File: src/rtl/sdrc_pkg.sv
package sdrc_pkg;
    localparam int BANK_W  = 2;
    localparam int ROW_W   = 12;
    localparam int COL_W   = 9;
    localparam int DQ_W    = 8;
    localparam int HADDR_W = BANK_W + ROW_W + COL_W;
    localparam int AP_BIT  = 10;

    typedef enum logic [3:0] {
        CMD_MRS = 4'b0000,
        CMD_REF = 4'b0001,
        CMD_PRE = 4'b0010,
        CMD_ACT = 4'b0011,
        CMD_WR  = 4'b0100,
        CMD_RD  = 4'b0101,
        CMD_NOP = 4'b0111
    } sd_cmd_e;

    typedef enum logic [2:0] {
        ST_WAIT, ST_PREALL, ST_IREF, ST_MRS, ST_IDLE, ST_RW, ST_PRE
    } ctl_st_e;

    typedef struct packed {
        logic [BANK_W-1:0] bank;
        logic [ROW_W-1:0]  row;
        logic [COL_W-1:0]  col;
    } haddr_t;

    typedef struct packed {
        logic            we;
        logic            ap;
        logic            mask;
        logic [DQ_W-1:0] wdata;
        haddr_t          a;
    } hreq_t;

    // Refresh interval in clocks: 64 ms / 4096 = 15625 ns.
    function automatic int ref_nominal(input int mhz);
        return (mhz * 15625) / 1000;
    endfunction

    function automatic int ref_interval(input int mhz, input int margin);
        return ref_nominal(mhz) - margin;
    endfunction

    // Load value for the wait counter so that the next command lands t clocks later.
    function automatic int wait_load(input int t);
        return (t < 2) ? 0 : t - 2;
    endfunction

    // Mode word: single-beat burst, sequential, CAS latency in bits 6:4.
    function automatic logic [ROW_W-1:0] mode_word(input int cl);
        logic [ROW_W-1:0] m;
        m      = '0;
        m[6:4] = 3'(cl);
        return m;
    endfunction
endpackage

File: src/rtl/sdrc_refresh_timer.sv
module sdrc_refresh_timer #(
    parameter int PERIOD = 3842
) (
    input  logic clk,
    input  logic rst,
    input  logic en,
    input  logic ack,
    output logic pend
);
    localparam int TW = $clog2(PERIOD + 1);

    logic [TW-1:0] cnt;
    logic          tick;

    assign tick = en && (cnt == '0);

    always_ff @(posedge clk) begin
        if (rst) begin
            cnt  <= TW'(PERIOD - 1);
            pend <= 1'b0;
        end else begin
            if (en) begin
                cnt <= tick ? TW'(PERIOD - 1) : cnt - 1'b1;
            end
            if (tick) begin
                pend <= 1'b1;
            end else if (ack) begin
                pend <= 1'b0;
            end
        end
    end
endmodule

File: src/rtl/sdrc_rd_pipe.sv
module sdrc_rd_pipe #(
    parameter int CAS_LAT = 3,
    parameter int DW      = 8
) (
    input  logic          clk,
    input  logic          rst,
    input  logic          issue,
    input  logic [DW-1:0] dq_in,
    output logic          rd_valid,
    output logic [DW-1:0] rd_data
);
    // Stage k goes high k edges after the READ leaves the command register.
    // The memory samples READ one edge later and drives data CAS_LAT edges
    // after that, so data is taken when the last stage is set.
    logic [CAS_LAT-1:0] stage;

    generate
        if (CAS_LAT == 1) begin : g_one
            always_ff @(posedge clk) begin
                if (rst) stage <= '0;
                else     stage <= issue;
            end
        end else begin : g_many
            always_ff @(posedge clk) begin
                if (rst) stage <= '0;
                else     stage <= {stage[CAS_LAT-2:0], issue};
            end
        end
    endgenerate

    always_ff @(posedge clk) begin
        if (rst) begin
            rd_valid <= 1'b0;
            rd_data  <= '0;
        end else begin
            rd_valid <= stage[CAS_LAT-1];
            if (stage[CAS_LAT-1]) begin
                rd_data <= dq_in;
            end
        end
    end
endmodule

File: src/rtl/sdrc_cmd_fsm.sv
module sdrc_cmd_fsm
    import sdrc_pkg::*;
#(
    parameter int CAS_LAT     = 3,
    parameter int T_RCD       = 2,
    parameter int T_RP        = 2,
    parameter int T_WR        = 2,
    parameter int T_RFC       = 8,
    parameter int T_MRD       = 2,
    parameter int INIT_CYCLES = 25000
) (
    input  logic              clk,
    input  logic              rst,
    input  logic              req_valid,
    input  hreq_t             req,
    output logic              req_ready,
    input  logic              ref_pend,
    output logic              ref_ack,
    output logic              init_done,
    output sd_cmd_e           cmd,
    output logic [BANK_W-1:0] ba,
    output logic [ROW_W-1:0]  addr,
    output logic [DQ_W-1:0]   dq_out,
    output logic              dq_oe,
    output logic              dqm,
    output logic              rd_issue
);
    localparam int CNT_W   = $clog2(INIT_CYCLES + CAS_LAT + T_RP + T_WR + T_RFC + T_MRD + T_RCD + 2);
    localparam int L_INIT  = wait_load(INIT_CYCLES);
    localparam int L_RCD   = wait_load(T_RCD);
    localparam int L_RP    = wait_load(T_RP);
    localparam int L_RFC   = wait_load(T_RFC);
    localparam int L_MRD   = wait_load(T_MRD);
    localparam int L_WR    = wait_load(T_WR);
    localparam int L_WR_AP = wait_load(T_WR + T_RP);
    localparam int L_RD_AP = wait_load(CAS_LAT + T_RP);

    ctl_st_e          st, nxt;
    logic [CNT_W-1:0] cnt;
    logic             second_ref;
    hreq_t            cur;

    assign req_ready = (st == ST_IDLE) && !ref_pend;
    assign ref_ack   = (st == ST_IDLE) && ref_pend;

    always_ff @(posedge clk) begin
        if (rst) begin
            st         <= ST_WAIT;
            nxt        <= ST_PREALL;
            cnt        <= CNT_W'(L_INIT);
            second_ref <= 1'b0;
            init_done  <= 1'b0;
            cur        <= '0;
            cmd        <= CMD_NOP;
            ba         <= '0;
            addr       <= '0;
            dq_out     <= '0;
            dq_oe      <= 1'b0;
            dqm        <= 1'b0;
            rd_issue   <= 1'b0;
        end else begin
            cmd      <= CMD_NOP;
            dq_oe    <= 1'b0;
            dqm      <= 1'b0;
            rd_issue <= 1'b0;
            case (st)
                ST_WAIT: begin
                    if (cnt == '0) st <= nxt;
                    else           cnt <= cnt - 1'b1;
                end
                ST_PREALL: begin
                    cmd          <= CMD_PRE;
                    addr         <= '0;
                    addr[AP_BIT] <= 1'b1;
                    cnt          <= CNT_W'(L_RP);
                    nxt          <= ST_IREF;
                    st           <= ST_WAIT;
                end
                ST_IREF: begin
                    cmd        <= CMD_REF;
                    second_ref <= 1'b1;
                    cnt        <= CNT_W'(L_RFC);
                    nxt        <= second_ref ? ST_MRS : ST_IREF;
                    st         <= ST_WAIT;
                end
                ST_MRS: begin
                    cmd       <= CMD_MRS;
                    ba        <= '0;
                    addr      <= mode_word(CAS_LAT);
                    init_done <= 1'b1;
                    cnt       <= CNT_W'(L_MRD);
                    nxt       <= ST_IDLE;
                    st        <= ST_WAIT;
                end
                ST_IDLE: begin
                    if (ref_pend) begin
                        cmd <= CMD_REF;
                        cnt <= CNT_W'(L_RFC);
                        nxt <= ST_IDLE;
                        st  <= ST_WAIT;
                    end else if (req_valid) begin
                        cur  <= req;
                        cmd  <= CMD_ACT;
                        ba   <= req.a.bank;
                        addr <= req.a.row;
                        cnt  <= CNT_W'(L_RCD);
                        nxt  <= ST_RW;
                        st   <= ST_WAIT;
                    end
                end
                ST_RW: begin
                    cmd                <= cur.we ? CMD_WR : CMD_RD;
                    ba                 <= cur.a.bank;
                    addr               <= '0;
                    addr[COL_W-1:0]    <= cur.a.col;
                    addr[AP_BIT]       <= cur.ap;
                    if (cur.we) begin
                        dq_oe  <= 1'b1;
                        dq_out <= cur.wdata;
                        dqm    <= cur.mask;
                    end else begin
                        rd_issue <= 1'b1;
                    end
                    if (cur.ap) begin
                        cnt <= cur.we ? CNT_W'(L_WR_AP) : CNT_W'(L_RD_AP);
                        nxt <= ST_IDLE;
                        st  <= ST_WAIT;
                    end else if (cur.we) begin
                        cnt <= CNT_W'(L_WR);
                        nxt <= ST_PRE;
                        st  <= ST_WAIT;
                    end else begin
                        st <= ST_PRE;
                    end
                end
                ST_PRE: begin
                    cmd  <= CMD_PRE;
                    addr <= '0;
                    cnt  <= CNT_W'(L_RP);
                    nxt  <= ST_IDLE;
                    st   <= ST_WAIT;
                end
                default: st <= ST_IDLE;
            endcase
        end
    end
endmodule

File: src/rtl/sdram_cmd_ctrl.sv
module sdram_cmd_ctrl
    import sdrc_pkg::*;
#(
    parameter int CLK_MHZ     = 250,
    parameter int CAS_LAT     = 3,
    parameter int T_RCD       = 2,
    parameter int T_RP        = 2,
    parameter int T_WR        = 2,
    parameter int T_RFC       = 8,
    parameter int T_MRD       = 2,
    parameter int INIT_CYCLES = CLK_MHZ * 100,
    parameter int REF_MARGIN  = 64
) (
    input  logic               clk,
    input  logic               rst,
    input  logic               req_valid,
    output logic               req_ready,
    input  logic               req_we,
    input  logic               req_autopre,
    input  logic               req_mask,
    input  logic [HADDR_W-1:0] req_addr,
    input  logic [DQ_W-1:0]    req_wdata,
    output logic               rd_valid,
    output logic [DQ_W-1:0]    rd_data,
    output logic               sd_cs_n,
    output logic               sd_ras_n,
    output logic               sd_cas_n,
    output logic               sd_we_n,
    output logic [BANK_W-1:0]  sd_ba,
    output logic [ROW_W-1:0]   sd_addr,
    output logic               sd_dqm,
    output logic [DQ_W-1:0]    sd_dq_out,
    output logic               sd_dq_oe,
    input  logic [DQ_W-1:0]    sd_dq_in
);
    localparam int REF_PERIOD = ref_interval(CLK_MHZ, REF_MARGIN);

    hreq_t   req;
    sd_cmd_e cmd;
    logic    ref_pend, ref_ack, init_done, rd_issue;

    assign req.we    = req_we;
    assign req.ap    = req_autopre;
    assign req.mask  = req_mask;
    assign req.wdata = req_wdata;
    assign req.a     = haddr_t'(req_addr);

    assign {sd_cs_n, sd_ras_n, sd_cas_n, sd_we_n} = cmd;

    sdrc_refresh_timer #(.PERIOD(REF_PERIOD)) u_ref (
        .clk  (clk),
        .rst  (rst),
        .en   (init_done),
        .ack  (ref_ack),
        .pend (ref_pend)
    );

    sdrc_cmd_fsm #(
        .CAS_LAT     (CAS_LAT),
        .T_RCD       (T_RCD),
        .T_RP        (T_RP),
        .T_WR        (T_WR),
        .T_RFC       (T_RFC),
        .T_MRD       (T_MRD),
        .INIT_CYCLES (INIT_CYCLES)
    ) u_fsm (
        .clk       (clk),
        .rst       (rst),
        .req_valid (req_valid),
        .req       (req),
        .req_ready (req_ready),
        .ref_pend  (ref_pend),
        .ref_ack   (ref_ack),
        .init_done (init_done),
        .cmd       (cmd),
        .ba        (sd_ba),
        .addr      (sd_addr),
        .dq_out    (sd_dq_out),
        .dq_oe     (sd_dq_oe),
        .dqm       (sd_dqm),
        .rd_issue  (rd_issue)
    );

    sdrc_rd_pipe #(.CAS_LAT(CAS_LAT), .DW(DQ_W)) u_rd (
        .clk      (clk),
        .rst      (rst),
        .issue    (rd_issue),
        .dq_in    (sd_dq_in),
        .rd_valid (rd_valid),
        .rd_data  (rd_data)
    );
endmodule

File: config.mk
export PLATFORM = sky130hd
export DESIGN_NAME = sdram_cmd_ctrl
export DESIGN_NICKNAME = d
export VERILOG_FILES = /design/src/rtl/sdrc_pkg.sv /design/src/rtl/sdrc_refresh_timer.sv /design/src/rtl/sdrc_rd_pipe.sv /design/src/rtl/sdrc_cmd_fsm.sv /design/src/rtl/sdram_cmd_ctrl.sv
export SDC_FILE = /design/constraint.sdc
export NUM_CORES = 1
export LEC_CHECK = 0
export CORE_MARGIN = 2
export CORE_UTILIZATION = 25
export DETAILED_ROUTE_END_ITERATION = 10
export RECOVER_POWER = 50
export SLEW_MARGIN = 25
export SYNTH_ARGS = -nofsm -noshare
export SYNTH_HDL_FRONTEND = slang
export SYNTH_SLANG_ARGS = --single-unit
File: constraint.sdc
create_clock -name clk -period 2.4 [get_ports clk]
set_clock_uncertainty 0.1 [all_clocks]
set_input_delay 0.36 -clock clk [delete_from_list [all_inputs] [get_ports clk]]
set_output_delay 0.36 -clock clk [all_outputs]
set_load 0.02 [all_outputs]
==> results of run 1 <==
cell families (layout without fill, tap and decap cells):
group / Yosys count / count (layout) / share of synthesized area, %
AOI/OAI and AO/OA: 100 / 100 / 14.5
muxes: 22 / 22 / 5.46
other: 1 / 1 / 0.0894
DFF: 98 / 98 / 46.8
adders and majority gates: 3 / 3 / 0.895
and+or+nand+nor: 226 / 226 / 25.6
xor gates and xnor gates: 11 / 11 / 2.30
buffers and inverters: 43 / 129 / 4.35
how the worst max path moves through the flow:
stage / from / to / slack (ps) / cells after the start
after global routing: u_fsm.st[2]$_SDFFE_PP0P_ / req_ready / 50 / 3
after global placement: req_valid / u_fsm.cnt[12]$_SDFFE_PP0P_ / 110 / 7
after detailed placement: req_valid / u_fsm.cnt[11]$_SDFFE_PP0P_ / 60 / 7
final: u_fsm.st[2]$_SDFFE_PP0P_ / req_ready / 130 / 3
after CTS: u_fsm.st[1]$_SDFFE_PP0P_ / req_ready / 80 / 3
after floorplan: u_fsm.cnt[0]$_SDFFE_PP0P_ / u_fsm.cnt[2]$_SDFFE_PP1P_ / 350 / 8
area by class of cell:
cell class | count | area (µm²)
multi-input combinational | 363 | 2050
clock inverter | 3 | 42.5
fill | 1733 | 10900
inverter | 10 | 37.5
clock buffer | 10 | 239
tap | 220 | 275
timing repair buffer | 106 | 971
sequential | 98 | 1960
metrics by stage:
| stage | cell area [µm²] | hold WS, ps | std cells |
|---|---|---|---|
| 2_1_floorplan | 4200 | 314 | 504 |
| 3_3_place_gp | 5320 | 326 | 797 |
| 3_5_place_dp | 5320 | 327 | 797 |
| 4_1_cts | 5600 | 348 | 810 |
| 5_1_grt | 5580 | 360 | 810 |
| 6_report | 5580 | 342 | 810 |
routing by layer:
metal	track usage (%)	part of all wire [%]
met4	4.31	1.8
met2	22.4	49
met1	14.8	44
met5	0	0
met3	3.92	5.2
worst max-delay path, stage by stage, from the launching register on:
cell             delay (ps)
dfxtp_1                 430
nand2b_1                100
nor3_1                  270
clkdlybuf4s50_1         670
flip-flops by register name, indices dropped and copies added, names as in the netlist, 8 cells and up:
signal and cells:
u_fsm.addr 12, u_fsm.cnt 15, u_fsm.cur 22, u_fsm.dq_out 8, u_rd.rd_data 8, u_ref.cnt 12
power breakdown:
group | internal, mW | total [mW] | switching [mW] | leakage [nW]
Combinational | 0.0905 | 0.155 | 0.0642 | 1.14
Clock | 0.817 | 1.40 | 0.585 | 0.136
Sequential | 1.63 | 1.64 | 0.00926 | 0.790
cell usage after synthesis, types with 2 or more instances:
library cell and number:
nand2_1 103, dfxtp_1 98, a21oi_1 55, nor2_1 46
clkbuf_1 19, nand3_1 18, mux2i_1 15, nor3_1 13
inv_1 10, nor2b_1 8, xnor2_1 8, mux2_2 7
o21ai_0 7, o21ai_1 7, or3_1 7, buf_1 6
buf_2 5, nor4_1 5, or4_1 5, a22oi_1 4
o211ai_1 4, ha_1 3, nand4_1 3, o21a_1 3
o311ai_1 3, xor2_1 3, and2_1 2, and3_1 2
buf_4 2, nand3b_1 2, nor3b_2 2, o221ai_1 2
==> results.toml, run 1 <==
[run_status]
run_status = "finished, final reports clean"

[timing]
drv_slew = 0
grt_setup_unrepaired = "no"
setup-violations-final = 0
post-route-worst-setup-slack_ps = 132
period_minus_slack_ps = 2270
final.period_utilization_pct = 94.5
fmaxAchievable_mhz = 441
worst_pin_slew_ps = 1190
fin_setup_tns_ps = 0
timing.max_slew.rel_slack_pct = 20.8
timing.final.hold_violations = 0

[synthesis]
avgSynthCellArea_um2 = 8.32
synth.area.top_cells = "dfxtp_1, nand2_1, a21oi_1"
count_of_flip_flops_with_a_built_in_enable_after_synthesis = 0
synthDistinctLibCells = 59
seq_area_frac_synth_pct = 46.8
yosys_register_bits = 98
netlist_area_um2 = 4200
postSynthNetCount = 552
async_flop_share_pct = 0
yosys.area.top_type_share_pct = 46.8
syn_inst = 504
yosys_most_used_dff = "dfxtp_1"
yosysWarningCount = 0
netlist.top_cell.by_area = "dfxtp_1"

[clocking]
cts.htree.levels = 3
worst_skew_pair.late_latency_ps = 340
clock_sink_count = 98
numCtsBuffers = 9
clkTransAtPathRegs_ps = 60
post_cts_buffers = 0
clockBufferDepth = 2
cts.repair.resized = 0
tritoncts = "yes"
cts.root.buffer_cell = "clkbuf_16"
ctsHoldBuffers = 0

[min_path]
hold-path-endpoint = "u_rd.stage[2]$_SDFF_PP0_"
timing.hold.worst_path_depth = 1
hold_path.class = "flip-flop to flip-flop"
worst_hold_startpoint = "u_rd.stage[1]$_SDFF_PP0_"

[setup_path]
critical_path.startpoint_type = "flip-flop"
worstReg2RegEnd = "u_ref.cnt[5]$_SDFFE_PP0P_"
setup.worst_path.end_class = "primary output"
critical_path_class = "flip-flop to primary output"
critical_path.reg2reg.startpoint = "u_ref.cnt[4]$_SDFFE_PP0P_"
worstPathMaxFanout = 6
worstPathRequired_ps = 1940
timing.reg2reg.worst_path_depth = 5
regToRegSetupSlack_ps = 250
crit_arrival_ps = 1810

[die]
coreArea_um2 = 16500
pin_count = 83
die_span_x_um = 134
initial_core_util_pct = 25.5
fp-row-count = 47
die_h_um = 134
die_area_um2 = 17800

[placement]
post-dp-hpwl_um = 8090
place_congestion = 0.873
io_buffers = 81
detailedPlace.worstSlack_ps = 60.2

[global_route]
grt_usage_pct = 12.8
grt_overflow = 0
pin_count_of_the_biggest_net_entering_global_routing = 45
vias_in_the_first_global_route = 3753
grt_pass1_wl_um = 18300
grt_antenna_before_repair = 0

[drt]
routedWlPerCell_um = 13.7
routed_wl_um = 11100
dr_total_vias = 3786
postRouteAntennaNets = 0
route.detailed.drc = 0
vias_per_cell = 4.67
dr.pass1.iters = 5
detailedRoute.firstIterationViolations = 201

[power]
total_leakage_power_nw = 2.07
report.power.total_mw = 3.20
cellPowerDensity_nw_per_um2 = 574
vdd_ir_drop_max_v = 0.000422

[cells_and_area]
antenna_cells = 0
finalCoreUtilization_pct = 33.9
area_growth_pct = 33.0
most_common_library_cell_in_the_layout_ignoring_fill_and_taps = "nand2_1"
layout.nets = 636
mostFrequentLayoutCells = "nand2_1, dfxtp_1, a21oi_1"
post_route_cells_drive_above_1_share_pct = 8.47

[run]
max_cap_violations = 0
Power figures use the tool's default switching activity.
==> run 2, diff against run 1 <==
CORE_UTILIZATION = 51   (was 25)
GPL_TIMING_DRIVEN = 0   (was default)
PLACE_DENSITY = 0.79   (was default)
==> run 2 against run 1 <==
  * Non-clock buffer count is 10 higher
  * Final area is 3.8% lower
  * Sequential power hardly changed
  * Die area is 50% lower
  * Sequential share of layout area is 1.4 points higher
  * Maximum frequency is 2.4% lower
==> results.toml, run 2 (same netlist as run 1, synthesis figures left out) <==
[run_status]
run_status = "finished, final reports clean"

[placement]
place_congestion = 0.962
post-dp-hpwl_um = 7720
io_buffers = 80
detailedPlace.worstSlack_ps = -142
place.detailed.instances = 689

[power]
power_switching_mw = 0.648
swShare_pct = 21.9
clkPwrFrac_pct = 39.2
seq_power_share_pct = 55.4
report.power.total_mw = 2.96
vdd_ir_drop_max_v = 0.000360
total_leakage_power_nw = 1.99
combinational_power_share_pct = 5.3
cellPowerDensity_nw_per_um2 = 552
p_int_mw = 2.31

[global_route]
grt_overflow = 0
grt_usage_pct = 23.9
grt_antenna_before_repair = 0
vias_in_the_first_global_route = 3575
pin_count_of_the_biggest_net_entering_global_routing = 17
grt_pass1_wl_um = 16800

[setup_path]
critical_path_class = "flip-flop to flip-flop"
critical_path.startpoint_type = "flip-flop"
crit_arrival_ps = 2490
critical-path-slowest-cell = "dfxtp_1"
startpoint = "u_fsm.cnt[1]$_SDFFE_PP1P_"
cp_cell_sequence = "inv_1 -> ha_2 -> nor3b_4 -> nand4_1 -> buf_4 -> o21ai_1 -> o311ai_1 -> a21o_1"
setup.worst_path.end_class = "flip-flop"
critical_path.reg2reg.startpoint = "u_fsm.cnt[1]$_SDFFE_PP1P_"
worstPathMaxFanout = 6
max_stage_delay_ps = 330
worstPathRequired_ps = 2570

[drt]
postRouteAntennaNets = 0
detailedRoute.firstIterationViolations = 318
met3WireLength_um = 660
routed-wl-met2_um = 5070
met1Wirelength_um = 4750
vias_per_cell = 5.50
routed_wl_um = 10700
dr.pass1.iters = 8
dr_total_vias = 3893
routedWlPerCell_um = 15.2
dr.max_layer_used = "met4"
route.detailed.drc = 0

[timing]
setup-violations-final = 0
fmaxAchievable_mhz = 430
drv_slew = 0
post-route-worst-setup-slack_ps = 74.9
timing.max_slew.rel_slack_pct = 35.1
fin_setup_tns_ps = 0
timing.final.hold_violations = 0
period_minus_slack_ps = 2330
worst_pin_slew_ps = 966
final.period_utilization_pct = 96.9

[die]
coreArea_um2 = 8090
fp-row-count = 33
die_area_um2 = 8970
initial_core_util_pct = 51.8
die_h_um = 94.7
pin_count = 83
die_span_x_um = 94.7

[run]
max_cap_violations = 0

[cells_and_area]
largestRegisters = "u_fsm.cur (22), u_fsm.cnt (15)"
post_route_cells_drive_above_1_share_pct = 6.97
most_common_library_cell_in_the_layout_ignoring_fill_and_taps = "nand2_1"
mostFrequentLayoutCells = "nand2_1, dfxtp_1, a21oi_1"
area_growth_pct = 27.9
layout.nets = 646
stdcell_count = 708
antenna_cells = 0
largest_register_ff_count = 22
top_register = "u_fsm.cur"

[min_path]
worst_hold_startpoint = "u_rd.stage[0]$_SDFF_PP0_"
hold_path.class = "flip-flop to flip-flop"

[clocking]
cts.htree.levels = 3
clkTransAtPathRegs_ps = 100
clockBufferDepth = 2
cts.root.buffer_cell = "clkbuf_8"
worst_skew_pair.late_latency_ps = 370
tritoncts = "yes"
clock_sink_count = 98
numCtsBuffers = 9
ctsHoldBuffers = 0
[run 2: path summary, 6_finish.rpt]
path / end / slack [ps] / cells after the start
worst min register to register: u_rd.stage[1]$_SDFF_PP0_ / 330 / 1
worst max register to register: u_fsm.cnt[8]$_SDFFE_PP1P_ / 70 / 8
worst min-delay path: u_rd.stage[1]$_SDFF_PP0_ / 330 / 1
worst max-delay path: u_fsm.cnt[8]$_SDFFE_PP1P_ / 70 / 8
[run 2: routing by layer]
metal | track usage [%] | vias to the layer above
met5 | 0 | -
met4 | 11.5 | 0
met3 | 4.71 | 22
met2 | 37.7 | 147
met1 | 31.4 | 1799
li1 | - | 1925
[run 2: per-stage QoR]
stage,hold slack (ps),cell area [µm²],utilization (%)
after global routing,372,5370,66.3
final,334,5370,66.3
after CTS,343,5350,66.1
after floorplan,314,4200,-
after detailed placement,337,5130,63.4
after global placement,329,5130,63.4
[run 2: power by group through the flow]
stage | registers [mW] | logic [mW] | clock network, mW
2_1_floorplan | 1.68 | 0.0633 | 0
3_3_place_gp | 1.68 | 0.153 | 0
3_5_place_dp | 1.68 | 0.155 | 0
4_1_cts | 1.64 | 0.157 | 1.18
5_1_grt | 1.64 | 0.171 | 1.25
6_report | 1.64 | 0.158 | 1.16
[run 2: cell type report]
cell class	instances	area, µm²
fillers	692	2730
multi-input cells	363	2050
flip-flops and latches	98	1960
repair buffers	83	818
plain buffers	33	148
well taps	105	131
clock buffers	10	128
clock inverters	6	90.1
inverters	10	37.5
[run 2: critical path: cells and delay by family (launching register included)]
family	cells	cell delay, ps
AO/OA/AOI/OAI	3	680
adder cells (fa/ha/maj)	1	230
buffers and inverters	2	330
flip-flops	1	330
AND/OR/NAND/NOR	2	570
[run 2: timing repair]
| item | 4_1_cts | 5_1_grt |
|---|---|---|
| gates cloned | 0 | 0 |
| resized for setup | 2 | 8 |
| pin swaps | 0 | 2 |
| setup buffers | 0 | 3 |
| endpoints found under the setup margin | 8 | 22 |
==> run 3, diff against run 2 <==
SLEW_MARGIN = 5   (was 25)
==> results of run 3 <==
Final layout, timing and power as in run 2 (identical DEF).
